<file path="src/rtl/cop_pkg.sv">
package cop_pkg;
   localparam int unsigned COP_ADDR_W  = 16;
   localparam int unsigned COP_DATA_W  = 8;
   localparam int unsigned COP_DIV     = 8;
   localparam int unsigned COP_CLR_BIT = 0;

   function automatic int unsigned cnt_width(input int unsigned div);
      return (div <= 2) ? 1 : $clog2(div);
   endfunction
endpackage

</file>
<file path="src/rtl/cop_bus_decode.sv">
module cop_bus_decode #(
   parameter int unsigned ADDR_W   = cop_pkg::COP_ADDR_W,
   parameter int unsigned DATA_W   = cop_pkg::COP_DATA_W,
   parameter int unsigned CLR_BIT  = cop_pkg::COP_CLR_BIT,
   parameter logic [ADDR_W-1:0] REG_ADDR = ADDR_W'('h1FF0)
) (
   input  logic              clk,
   input  logic              rst_n,
   input  logic [ADDR_W-1:0] bus_addr,
   input  logic [DATA_W-1:0] bus_wdata,
   input  logic              bus_we,
   input  logic              bus_re,
   output logic              clr_pulse,
   output logic              rom_sel
);
   generate
      if (CLR_BIT >= DATA_W) begin : g_bad_bit
         $error("CLR_BIT outside data bus");
      end
   endgenerate

   logic hit;
   assign hit       = (bus_addr == REG_ADDR);
   assign clr_pulse = bus_we & hit & bus_wdata[CLR_BIT];
   assign rom_sel   = bus_re & hit;

   assert_clear_needs_bit_R4: assert property (@(posedge clk) disable iff (!rst_n)
      clr_pulse |-> (bus_wdata[CLR_BIT] && bus_we));
endmodule

</file>
<file path="src/rtl/cop_divider.sv">
module cop_divider #(
   parameter int unsigned DIV   = cop_pkg::COP_DIV,
   localparam int unsigned CNT_W = cop_pkg::cnt_width(DIV)
) (
   input  logic clk,
   input  logic rst_n,
   input  logic tick,
   input  logic clr,
   output logic timeout
);
   generate
      if (DIV < 2) begin : g_bad_div
         $error("DIV must be at least 2");
      end
   endgenerate

   localparam logic [CNT_W-1:0] LAST = CNT_W'(DIV - 1);

   logic [CNT_W-1:0] cnt_q;
   logic             at_last;

   assign at_last = (cnt_q == LAST);
   assign timeout = tick & ~clr & at_last;

   always_ff @(posedge clk) begin
      if (!rst_n) begin
         cnt_q <= '0;
      end else if (clr) begin
         cnt_q <= '0;
      end else if (tick) begin
         cnt_q <= at_last ? '0 : cnt_q + 1'b1;
      end
   end

   assert_clear_restart_R3: assert property (@(posedge clk) disable iff (!rst_n)
      clr |=> (cnt_q == '0));
   assert_idle_hold_R11: assert property (@(posedge clk) disable iff (!rst_n)
      (!clr && !tick) |=> $stable(cnt_q));
   assert_wrap_after_timeout_R10: assert property (@(posedge clk) disable iff (!rst_n)
      timeout |=> (cnt_q == '0));
endmodule

</file>
<file path="src/rtl/cop_arm_latch.sv">
module cop_arm_latch (
   input  logic clk,
   input  logic rst_n,
   input  logic arm_set,
   output logic armed
);
   always_ff @(posedge clk) begin
      if (!rst_n)       armed <= 1'b0;
      else if (arm_set) armed <= 1'b1;
   end

   assert_arm_sticky_R8: assert property (@(posedge clk) disable iff (!rst_n)
      armed |=> armed);
endmodule

</file>
<file path="src/rtl/cop_watchdog.sv">
module cop_watchdog #(
   parameter int unsigned ADDR_W  = cop_pkg::COP_ADDR_W,
   parameter int unsigned DATA_W  = cop_pkg::COP_DATA_W,
   parameter int unsigned DIV     = cop_pkg::COP_DIV,
   parameter int unsigned CLR_BIT = cop_pkg::COP_CLR_BIT,
   parameter logic [ADDR_W-1:0] REG_ADDR = ADDR_W'('h1FF0),
   parameter bit          REQ_REG = 1'b1
) (
   input  logic              clk,
   input  logic              rst_n,
   input  logic              tick,
   input  logic              arm_set,
   input  logic [ADDR_W-1:0] bus_addr,
   input  logic [DATA_W-1:0] bus_wdata,
   input  logic              bus_we,
   input  logic              bus_re,
   output logic              rom_sel,
   output logic              cop_rst_req
);
   logic clr_pulse;
   logic timeout;
   logic armed;
   logic req_next;

   cop_bus_decode #(
      .ADDR_W(ADDR_W), .DATA_W(DATA_W), .CLR_BIT(CLR_BIT), .REG_ADDR(REG_ADDR)
   ) u_decode (
      .clk(clk), .rst_n(rst_n), .bus_addr(bus_addr), .bus_wdata(bus_wdata),
      .bus_we(bus_we), .bus_re(bus_re), .clr_pulse(clr_pulse), .rom_sel(rom_sel)
   );

   cop_divider #(.DIV(DIV)) u_div (
      .clk(clk), .rst_n(rst_n), .tick(tick), .clr(clr_pulse), .timeout(timeout)
   );

   cop_arm_latch u_arm (
      .clk(clk), .rst_n(rst_n), .arm_set(arm_set), .armed(armed)
   );

   assign req_next = timeout & armed;

   generate
      if (REQ_REG) begin : g_req_reg
         logic req_q;
         always_ff @(posedge clk) begin
            if (!rst_n) req_q <= 1'b0;
            else        req_q <= req_next;
         end
         assign cop_rst_req = req_q;

         assert_req_single_R7: assert property (@(posedge clk) disable iff (!rst_n)
            cop_rst_req |=> !cop_rst_req);
         assert_req_cause_R6: assert property (@(posedge clk) disable iff (!rst_n)
            cop_rst_req |-> ($past(tick) && !$past(clr_pulse)));
         assert_req_armed_R8: assert property (@(posedge clk) disable iff (!rst_n)
            cop_rst_req |-> armed);
      end else begin : g_req_comb
         assign cop_rst_req = req_next;
      end
   endgenerate
endmodule

</file>
<file path="config.mk">
export PLATFORM = sky130hd
export DESIGN_NAME = cop_watchdog
export DESIGN_NICKNAME = d
export VERILOG_FILES = /design/src/rtl/cop_pkg.sv /design/src/rtl/cop_bus_decode.sv /design/src/rtl/cop_divider.sv /design/src/rtl/cop_arm_latch.sv /design/src/rtl/cop_watchdog.sv
export SDC_FILE = /design/constraint.sdc
export NUM_CORES = 1
export LEC_CHECK = 0
export BUFFER_PORTS_ARGS = -buffer_cell sky130_fd_sc_hd__buf_4
export CAP_MARGIN = 5
export CORE_AREA = 4 4 41 43
export DETAILED_ROUTE_END_ITERATION = 6
export DIE_AREA = 0 0 45 47
export MAX_ROUTING_LAYER = met4
export PLACE_DENSITY = 0.68
export SETUP_SLACK_MARGIN = 0.15
export SYNTH_ARGS = -nofsm -noshare
export SYNTH_HDL_FRONTEND = slang
export SYNTH_SLANG_ARGS = --single-unit
export TNS_END_PERCENT = 30
</file>
<file path="constraint.sdc">
create_clock -name clk -period 3 [get_ports clk]
set_clock_uncertainty 0.15 [all_clocks]
set_input_delay 0.15 -clock clk [delete_from_list [all_inputs] [get_ports clk]]
set_output_delay 0.15 -clock clk [all_outputs]
set_load 0.1 [all_outputs]
</file>
==> qor.csv <==
metric;value;unit
outcome;completed;
cts-root-buf;clkbuf_4;
routedWlPerCell;10.4;microns
synth_nets;59;
drv_cap;0;
synth_top_area_cell;dfxtp_1;
gr-total-overflow;0;
fin_crit;1.96;ns
start_util;0.238;
nets;92;
power.density;323;mW/mm^2
path_clk_slew;0.04;ns
final_hold_viol_count;0;
die_area;0.00212;sq mm
layout.cells.non_filler;74;
hold_depth;2;
gp_congestion;0.689;
cts_resized;0;
clk_latency;0.24;ns
drc_errors;0;
slew_headroom;0.792;
grt_pass1_vias;332;
synth_top_area_share;0.323;
synth_cell_types;17;
clock_path_buffers;2;
ant_nets;0;
synthTopCellsByArea;dfxtp_1 32%, nand4bb_4 8.9%, a31oi_1 8.1%, ha_1 8.1%, nor4_4 6.9%;
grt_use_total;0.0842;
ys_ff_latch;5;
setup_viol;0;
syn-cell-area;310;sq um
syn_to_final_growth;85.5;%
worstSetupPathType;reg -> reg;
post_cts_buffers;0;
placementRows;13;
worst_pin_slew;0.310;ns
leakagePower;0.279;nW
yosys_warnings;0;
grt_max_degree;7;
worst_setup_path_end_kind;flop;
io_buffers;24;
vias;346;
drv_slew;0;
avgSynthCellArea;11.5;sq um
rsz0062_at_grt;no;
io_pins;32;
crit_path_start_kind;flop;
diodes;0;
grt_pass1_wl;1.21;mm
dpl.cell_count;66;
die_h;47;microns
crit_arrival;1.93;ns
drive_gt1_frac;0.542;
viasPerCell;4.68;
drt-total-wl;767;microns
seq_area_frac_synth;0.323;
antenna_found_initial;0;
core_area;0.00130;sq mm
finalCritPeriodShare;0.652;
rr_worst_depth;6;
clock-sinks;5;
drtPass1Iterations;4;
peakVddDrop;0.0954;mV
setup_tns;0;ns
syn_inst;27;
cts.htree.levels;1;
cts_tree;yes;
final_cell_mix;24 x buf_4, 5 x dfxtp_1, 4 x a31oi_1, 4 x dlygate4sd3_1, 3 x clkbuf_4;
drt-initial-drc-count;1;
holdWs;0.00586;ns
hold_buffers;4;
cts_buffers;3;
cp_data_required_time;2.97;ns
die_w;45;microns
crit_fanout;3;
hold_path_class;in -> reg;
setup_slack;1.04;ns
pre_cts_ws;1.19;ns
clock.fmax;511;MHz
layout_commonest_cell;buf_4;
## cell families (layout without fill, tap and decap cells)
group	Yosys count	count (layout)	synth area share
flops	5	5	0.323
mux	1	1	0.0363
compound gates	7	7	0.137
fa+ha+maj	2	2	0.0806
simple gates	12	12	0.423
buf+inv	0	32	0
## worst max-delay path: stages (launching register included)
cell           delay, ns
dfxtp_1             0.31
ha_1                0.20
ha_1                0.26
mux2_2              0.26
nand2_1             0.06
a31oi_1             0.03
dlygate4sd3_1       0.56
## path summary, 6_finish.rpt
| check | to | slack (ns) | start |
|---|---|---|---|
| max | u_div.cnt_q[2] | 1.04 | u_div.cnt_q[0] |
| min | u_arm.armed | 0.006 | rst_n |
| max reg2reg | u_div.cnt_q[2] | 1.04 | u_div.cnt_q[0] |
| min reg2reg | u_arm.armed | 0.32 | u_arm.armed |
## state kept, by name, indices dropped and copies added, names as in the netlist
| name | count |
|---|---|
| u_div.cnt_q | 3 |
| u_arm.armed | 1 |
| cop_rst_req | 1 |
## synth_stat cells
| master | number |
|---|---|
| nand2_1 | 1 |
| nand4bb_4 | 1 |
| nor3b_1 | 1 |
| nor4_4 | 1 |
| nand4b_2 | 1 |
| nand4b_1 | 1 |
| o21a_1 | 1 |
| and3b_1 | 1 |
| and2_1 | 1 |
| or4b_4 | 1 |
| ha_1 | 2 |
| mux2_2 | 1 |
| dfxtp_1 | 5 |
| o21ai_0 | 2 |
| nor2b_1 | 2 |
| nand4_1 | 1 |
| a31oi_1 | 4 |
## stage by stage
stage	area (sq um)	util	total power [mW]
finish	576	0.442	0.186
global route	576	0.442	0.193
CTS	576	0.442	0.189
detailed placement	509	0.391	0.110
global placement	509	0.391	0.109
floorplan	310	-	0.0826
## power by group
group          switching [mW]  internal (mW)
Combinational          0.0115         0.0286
Clock                  0.0245         0.0501
Sequential            0.00157         0.0698
## layout make-up
cell class / count / area, sq um
Timing Repair Buffer: 28 / 220
Multi-Input combinational cell: 22 / 210
Clock buffer: 4 / 26.3
Tap cell: 15 / 18.8
Sequential cell: 5 / 100
Fill cell: 128 / 726
## layer usage
metal	global-route usage	up-vias	share of wire
li1	-	173	-
met3	0	2	0.15
met1	0.105	142	0.38
met2	0.119	29	0.44
met5	-	-	0
met4	0.0877	0	0.017
Note: power is estimated with default switching activity, not from simulation.
